## src/rtl/gpio_bidir_pkg.sv

```systemverilog
package gpio_bidir_pkg;
  typedef enum logic [1:0] {
    LK_SHUT = 2'd0,
    LK_HALF = 2'd1,
    LK_OPEN = 2'd2
  } lock_state_t;

  localparam logic [31:0] KEY_FIRST  = 32'h68EF3490;
  localparam logic [31:0] KEY_SECOND = 32'hD172BC5A;
endpackage

```

## src/rtl/gpio_key_lock.sv

```systemverilog
module gpio_key_lock
  import gpio_bidir_pkg::*;
#(
  parameter int DATA_W = 32
) (
  input  logic              clk,
  input  logic              rst,
  input  logic              wr_first,
  input  logic              wr_second,
  input  logic [DATA_W-1:0] wdata,
  output logic              open_o
);
  lock_state_t st_q;

  always_ff @(posedge clk) begin
    if (rst) begin
      st_q <= LK_SHUT;
    end else if (wr_first) begin
      st_q <= (wdata == DATA_W'(KEY_FIRST)) ? LK_HALF : LK_SHUT;
    end else if (wr_second) begin
      st_q <= (st_q == LK_HALF && wdata == DATA_W'(KEY_SECOND)) ? LK_OPEN : LK_SHUT;
    end
  end

  assign open_o = (st_q == LK_OPEN);
endmodule

```

## src/rtl/gpio_pin_cell.sv

```systemverilog
module gpio_pin_cell #(
  parameter int SYNC_STAGES = 2
) (
  input  logic clk,
  input  logic rst,
  input  logic bidir,
  input  logic oe_bit,
  input  logic pad_in,
  output logic core_din,
  output logic pad_oe
);
  logic [SYNC_STAGES-1:0] sync_q;

  always_ff @(posedge clk) begin
    if (rst) begin
      sync_q <= '0;
    end else begin
      sync_q <= {sync_q[SYNC_STAGES-2:0], pad_in};
    end
  end

  assign core_din = bidir & sync_q[SYNC_STAGES-1];
  assign pad_oe   = ~bidir | ~oe_bit;
endmodule

```

## src/rtl/gpio_bidir_ctrl.sv

```systemverilog
module gpio_bidir_ctrl
  import gpio_bidir_pkg::*;
#(
  parameter int NPIN        = 20,
  parameter int OE_W        = 32,
  parameter int DATA_W      = 32,
  parameter int NREGION     = 2,
  parameter int CTRL_REGION = 0,
  parameter int SYNC_STAGES = 2,
  localparam int ADDR_W     = $clog2(2 * NREGION + 2)
) (
  input  logic              clk,
  input  logic              rst,
  input  logic              bus_wr,
  input  logic [ADDR_W-1:0] bus_addr,
  input  logic [DATA_W-1:0] bus_wdata,
  output logic [DATA_W-1:0] bus_rdata,
  input  logic [NPIN-1:0]   core_dout,
  output logic [NPIN-1:0]   core_din,
  input  logic [NPIN-1:0]   pad_in,
  output logic [NPIN-1:0]   pad_out,
  output logic [NPIN-1:0]   pad_oe
);
  localparam logic [ADDR_W-1:0] CTRL_ADDR = ADDR_W'(2 * NREGION);
  localparam logic [ADDR_W-1:0] OE_ADDR   = ADDR_W'(2 * NREGION + 1);

  logic [NREGION-1:0] region_open;
  logic [NPIN-1:0]    bidir_q;
  logic [OE_W-1:0]    oe_q;
  logic [DATA_W-1:0]  rd_nxt;

  // One key pair and lock state per region
  for (genvar r = 0; r < NREGION; r++) begin : g_region
    localparam logic [ADDR_W-1:0] KA = ADDR_W'(2 * r);
    localparam logic [ADDR_W-1:0] KB = ADDR_W'(2 * r + 1);
    gpio_key_lock #(.DATA_W(DATA_W)) lock_i (
      .clk      (clk),
      .rst      (rst),
      .wr_first (bus_wr && bus_addr == KA),
      .wr_second(bus_wr && bus_addr == KB),
      .wdata    (bus_wdata),
      .open_o   (region_open[r])
    );
  end

  // Protected bidirectional control and unprotected output-enable
  always_ff @(posedge clk) begin
    if (rst) begin
      bidir_q <= '0;
      oe_q    <= '0;
    end else if (bus_wr) begin
      if (bus_addr == CTRL_ADDR && region_open[CTRL_REGION]) begin
        bidir_q <= bus_wdata[NPIN-1:0];
      end
      if (bus_addr == OE_ADDR) begin
        oe_q <= bus_wdata[OE_W-1:0];
      end
    end
  end

  // Registered pad output data
  always_ff @(posedge clk) begin
    if (rst) begin
      pad_out <= '0;
    end else begin
      pad_out <= core_dout;
    end
  end

  // Per-pin synchronizer and buffer control
  for (genvar i = 0; i < NPIN; i++) begin : g_pin
    gpio_pin_cell #(.SYNC_STAGES(SYNC_STAGES)) cell_i (
      .clk     (clk),
      .rst     (rst),
      .bidir   (bidir_q[i]),
      .oe_bit  (oe_q[i]),
      .pad_in  (pad_in[i]),
      .core_din(core_din[i]),
      .pad_oe  (pad_oe[i])
    );
  end

  // Read path
  always_comb begin
    rd_nxt = '0;
    for (int r = 0; r < NREGION; r++) begin
      if (bus_addr == ADDR_W'(2 * r) || bus_addr == ADDR_W'(2 * r + 1)) begin
        rd_nxt = DATA_W'(region_open[r]);
      end
    end
    if (bus_addr == CTRL_ADDR) rd_nxt = DATA_W'(bidir_q);
    if (bus_addr == OE_ADDR)   rd_nxt = DATA_W'(oe_q);
  end

  always_ff @(posedge clk) begin
    if (rst) begin
      bus_rdata <= '0;
    end else begin
      bus_rdata <= rd_nxt;
    end
  end
endmodule

```

## config.mk

```make
export PLATFORM = sky130hd
export DESIGN_NAME = gpio_bidir_ctrl
export DESIGN_NICKNAME = d
export VERILOG_FILES = /design/src/rtl/gpio_bidir_pkg.sv /design/src/rtl/gpio_key_lock.sv /design/src/rtl/gpio_pin_cell.sv /design/src/rtl/gpio_bidir_ctrl.sv
export SDC_FILE = /design/constraint.sdc
export NUM_CORES = 1
export LEC_CHECK = 0
export ABC_CLOCK_PERIOD_IN_PS = 1800
export CAP_MARGIN = 40
export CORE_UTILIZATION = 30
export DETAILED_ROUTE_END_ITERATION = 16
export PLACE_DENSITY_LB_ADDON = 0.25
export REMOVE_ABC_BUFFERS = 1
export SYNTH_ARGS = -nofsm -noshare
export SYNTH_HDL_FRONTEND = slang
export SYNTH_SLANG_ARGS = --single-unit
export TNS_END_PERCENT = 30
```

## constraint.sdc

```tcl
create_clock -name clk -period 1.8 [get_ports clk]
set_clock_uncertainty 0.2 [all_clocks]
set_input_delay 0.18 -clock clk [delete_from_list [all_inputs] [get_ports clk]]
set_output_delay 0.18 -clock clk [all_outputs]
set_load 0.05 [all_outputs]
```

======== Yosys cells after proc, flatten, opt, wreduce, memory -nomap -nowiden ========
Cells that the tools add are included.
storage, ports and cells
  flip-flop bits (word level) ............. 148
  word-level logic and storage cells ...... 142
  input bits .............................. 78
  output and inout port bits .............. 92
cells by class
  reductions and logical operators ........ 14
  bitwise operators ....................... 80
  equality and inequality tests ........... 11
  muxes and demuxes ....................... 11
operators with widths
  kind                    count
  $mux W32                3
  $not A1 Y1              40
  $eq A32 B31 Y1 const B  1
  $eq A32 B32 Y1 const B  1
  $and A1 B1 Y1           20
  $or A1 B1 Y1            20
  $mux W2                 6
  $logic_and A1 B1 Y1     7
  $eq A3 B2 Y1 const B    2
  $eq A3 B3 Y1 const B    2
  $eq A2 B1 Y1 const B    2
  $eq A2 B2 Y1 const B    2
  $reduce_and A2 Y1       2
  $reduce_bool A2 Y1      2
  $eq A3 B1 Y1 const B    1
  $logic_not A3 Y1        1
  $logic_or A1 B1 Y1      2
  $mux W1                 2

======== Depth between registers and ports, before layout ========
  depth after elaboration ................. 6
  gate-level depth with buffers ........... 6
  gate-level depth less buffers ........... 4

======== By module ========
From an unflattened synthesis, not the netlist that was laid out.
second synthesis, totals
  cell total of the unflattened synthesis .. 536
  area, all modules ....................... 5,357.6 µm²
modules (own cells, without submodules)
  module           seq. area each (µm²)  cells each  instances  area each (µm²)
  gpio_bidir_ctrl  2,082.0               356         1          3,621.0
  gpio_pin_cell    40.0                  6           20         62.6
  gpio_key_lock    40.0                  30          2          242.7

======== Worst setup path after synthesis ========
Ideal clock, no wire load.
  path kind ............................... flip-flop to flip-flop
  start point ............................. register g_region[0].lock_i.st_q[0]
  end point ............................... register bidir_q[0]
  clock period less this slack ............ 1.378 ns
  library setup time ...................... 0.128 ns
  arrival ................................. 1.050 ns
  buffers on the path ..................... 1
  cell stages (with the launch flop) ...... 6
  required time ........................... 1.472 ns
  setup slack ............................. 0.422 ns
  cells stage by stage .................... dfxtp_1 nand3b_1 nor3_4 buf_6 mux2i_1 nor2_1
between the ends
  word-level cells in the longest chain between the ends .. 3
RTL lines
  item                         line                   RTL
  from (decl)                  gpio_key_lock.sv:13    lock_state_t st_q;
  from (signal assigned)       gpio_key_lock.sv:19    st_q <= (wdata == DATA_W'(KEY_FIRST)) ? LK_HALF : LK_SHUT;
  from (signal assigned)       gpio_key_lock.sv:21    st_q <= (st_q == LK_HALF && wdata == DATA_W'(KEY_SECOND)) ? LK_OPEN : LK_SHUT;
  $eq A2 B2 Y1                 gpio_key_lock.sv:25    assign open_o = (st_q == LK_OPEN);
  $logic_and A1 B1 Y1          gpio_bidir_ctrl.sv:52  if (bus_addr == CTRL_ADDR && region_open[CTRL_REGION]) begin
  $reduce_and A2 Y1 (no line)  n/a
  to (signal assigned)         gpio_bidir_ctrl.sv:53  bidir_q <= bus_wdata[NPIN-1:0];
  to (decl)                    gpio_bidir_ctrl.sv:28  logic [NPIN-1:0] bidir_q;
Every way passes these cells.
A chain may end at the register's enable or synchronous reset.

======== Final worst setup path ========
  start point ............................. input bus_wdata[11]
  end point ............................... register g_region[1].lock_i.st_q[1]
between the ends
  word-level cells in the longest chain between the ends .. 5
RTL lines
  item                  line                   RTL
  from (decl)           gpio_bidir_ctrl.sv:16  input logic [DATA_W-1:0] bus_wdata,
  $eq A32 B32 Y1        gpio_key_lock.sv:21
  $logic_and A1 B1 Y1   gpio_key_lock.sv:21
  $mux W2               gpio_key_lock.sv:21
  $mux W2               gpio_key_lock.sv:20    end else if (wr_second) begin
  $mux W2               gpio_key_lock.sv:18    end else if (wr_first) begin
  to (signal assigned)  gpio_key_lock.sv:19
  to (signal assigned)  gpio_key_lock.sv:21
  to (decl)             gpio_key_lock.sv:13
Every way passes these cells. The select of a mux whose other input is x is not followed.

==> results.py <==
metrics = {
    "layout": {
        "final_common_cell": "dfxtp_1",
        "post-route-util_pct": 44.0,
        "area_growth_pct": 42.8,
        "fin_nets": 768,
        "drive_gt1_share_pct": 24.6,
        "n_antenna_cell": 0,
        "fin_cells": 928,
        "fillers": 1693,
        "mostFrequentLayoutCells": "dfxtp_1 (148), buf_4 (122), nand2_1 (85), clkdlybuf4s50_1 (76), nor2b_1 (60)",
    },
    "clock_network": {
        "cts_resized": 0,
        "clock-sinks": 148,
        "clk_latency_ns": 0.41,
        "cts_buffer_depth": 2,
        "cts_setup_buffers": 0,
        "cts_htree_levels": 4,
        "cts.clk_slew.worst_paths_ns": 0.06,
        "cts_tree": "yes",
        "postCtsHoldBufs": 0,
        "cts_buffers": 17,
        "cts-root-buf": "clkbuf_16",
    },
    "global_route": {
        "grt-ovfl-total": 0,
        "grt_usage_pct": 14.7,
        "grt_pass1_wl_mm": 20.1,
        "antenna_found_initial": 1,
        "first_global_vias": 3917,
        "grt_max_degree": 64,
    },
    "critical_path": {
        "endpoint_kind": "flip-flop",
        "cp_num_buf_inv": 2,
        "crit_path_max_incr_delay_ns": 0.49,
        "cp_top_family": "buffers and inverters",
        "path_cells": "clkdlybuf4s50_1 -> nor4bb_1 -> buf_4 -> and3_1 -> nand4_1 -> o41ai_2",
        "cp_max_fo": 2,
        "crit_type": "primary input to flip-flop",
        "arrival_ns": 1.80,
        "critPathLaunchType": "primary input",
        "critical_path_required_ns": 1.91,
        "critical-path-slowest-cell": "clkdlybuf4s50_1",
    },
    "synthesis": {
        "synthesis.area_sq_mm": 0.00533,
        "synthCells": 529,
        "ys_warn_count": 0,
        "ys_seq_elements": 148,
        "synth_flop_cell": "dfxtp_1",
        "ys_types": 38,
        "synth.yosys.seq_area_share_pct": 55.6,
        "synthArstFlopShare_pct": 0,
        "synth_edf_count": 0,
        "syn_area_per_cell_sq_um": 10.1,
    },
    "floorplanning": {
        "io_pins": 170,
        "core-area_sq_mm": 0.0173,
        "rows": 48,
        "fp.dieH_um": 135,
        "die_area_sq_mm": 0.0183,
        "initial_utilization_pct": 30.8,
        "die_w_um": 135,
    },
    "placement": {
        "place_inst": 896,
        "dp_hpwl_mm": 9.04,
        "place_congestion": 0.742,
        "port_buffers": 169,
        "place_ws_ns": -0.335,
    },
    "drt": {
        "drtPass1Iterations": 5,
        "drtIter0Drc": 114,
        "wl_per_cell_um": 14.0,
        "drt-total-wl_mm": 12.9,
        "route.detailed.drc": 0,
        "vias": 4021,
        "viasPerCell": 4.33,
        "ant_nets": 0,
    },
    "timing": {
        "report.final.slew_viol_count": 0,
        "rsz0062_at_grt": "no",
        "tightest_slew_ns": 0.308,
        "worst_slack_ns": 0.110,
        "fin_crit_ns": 1.69,
        "tns_ns": 0,
        "fmax_mhz": 592,
        "setup-violations-final": 0,
        "hold_violations": 0,
        "finalCritPeriodShare_pct": 93.9,
        "relSlewSlack_pct": 79.2,
    },
    "power_and_ir_drop": {
        "cellPowerDensity_mw_per_mm2": 963,
        "report.power.total_mw": 7.32,
        "power_leakage_nw": 3.02,
        "ir_drop_v": 0.000633,
    },
    "status": {
        "status": "complete, no violations",
    },
    "worst_hold_path": {
        "hp-class": "primary input to flip-flop",
    },
    "job": {
        "drv_cap": 0,
    },
}
[per-stage QoR]
stage | hold WS, ns | area [sq um]
after floorplan | 0.0424 | 4850
after global placement | 0.217 | 7040
after detailed placement | 0.220 | 7040
after CTS | 0.0557 | 7610
after global routing | 0.0649 | 7610
final | 0.0602 | 7610
[state kept, by name (all words and copies together) (netlist names)]
signal,flops
oe_q,32
pad_out,20
g_region.lock_i.st_q,4
bus_rdata,32
bidir_q,20
g_pin.cell_i.sync_q,40
[path summary, 6_finish.rpt]
check	startpoint	depth (start not counted)	endpoint	slack (ns)
max	bus_wdata[11]	6	g_region[1].lock_i.st_q[1]	0.11
min	rst	3	bidir_q[10]	0.06
max reg2reg	g_region[0].lock_i.st_q[0]	5	bidir_q[0]	0.25
min reg2reg	g_pin[11].cell_i.sync_q[0]	1	g_pin[11].cell_i.sync_q[1]	0.23
[layout make-up]
class	instances	area, sq um	area share (%)
sequential	148	2960	39.0
clock buffer	23	458	6.02
timing repair buffer	209	1900	24.9
multi-input combinational	312	1890	24.9
tap	225	282	3.70
clock inverter	9	105	1.38
inverter	2	7.51	0.0987
[power by group]
part / switching, mW / internal [mW] / total [mW]
combinational: 0.268 / 0.293 / 0.561
sequential: 0.0239 / 3.36 / 3.38
clock: 1.31 / 2.07 / 3.38
total: 1.60 / 5.72 / 7.32
[kinds of logic (layout without fill, tap and decap cells)]
logic type | Yosys count | count (layout) | synth area share [%]
AOI/OAI and AO/OA | 58 | 58 | 7.56
buffers and inverters | 69 | 243 | 9.00
DFF | 148 | 148 | 55.6
muxes | 20 | 20 | 3.76
and+or+nand+nor | 234 | 234 | 24.1
[routing by layer]
metal  global-route usage, %  up-vias  wire (um)
met1                    17.3     1861       5540
met4                    6.87        0        229
li1                        -     2005          -
met5                       0        -          0
met3                    5.57       15       1020
met2                    23.6      140       6150
[cell usage after synthesis (all sizes together) (2+ instances only)]
library cell | number | area (sq um)
clkbuf | 12 | 46.3
nor2 | 24 | 92.6
o41ai | 2 | 32.5
and2 | 32 | 200
nand4 | 2 | 12.5
nor2b | 61 | 389
nor4bb | 3 | 30.0
buf | 55 | 425
nor3 | 6 | 52.6
dfxtp | 148 | 2960
o21ai | 3 | 15.0
nand3b | 7 | 52.6
a21oi | 32 | 175
mux2i | 20 | 200
inv | 2 | 7.51
a22o | 19 | 166
nand4bb | 4 | 45.0
nand2 | 85 | 319
and3 | 2 | 12.5
and4 | 2 | 17.5
[worst reg2reg max path: cells and delay by family, from the launching register on]
family | cells | cell delay, ns
mux | 1 | 0.22
simple gates | 3 | 0.48
flops | 1 | 0.34
buf+inv | 1 | 0.19
Note: power is estimated with default switching activity, not from simulation.
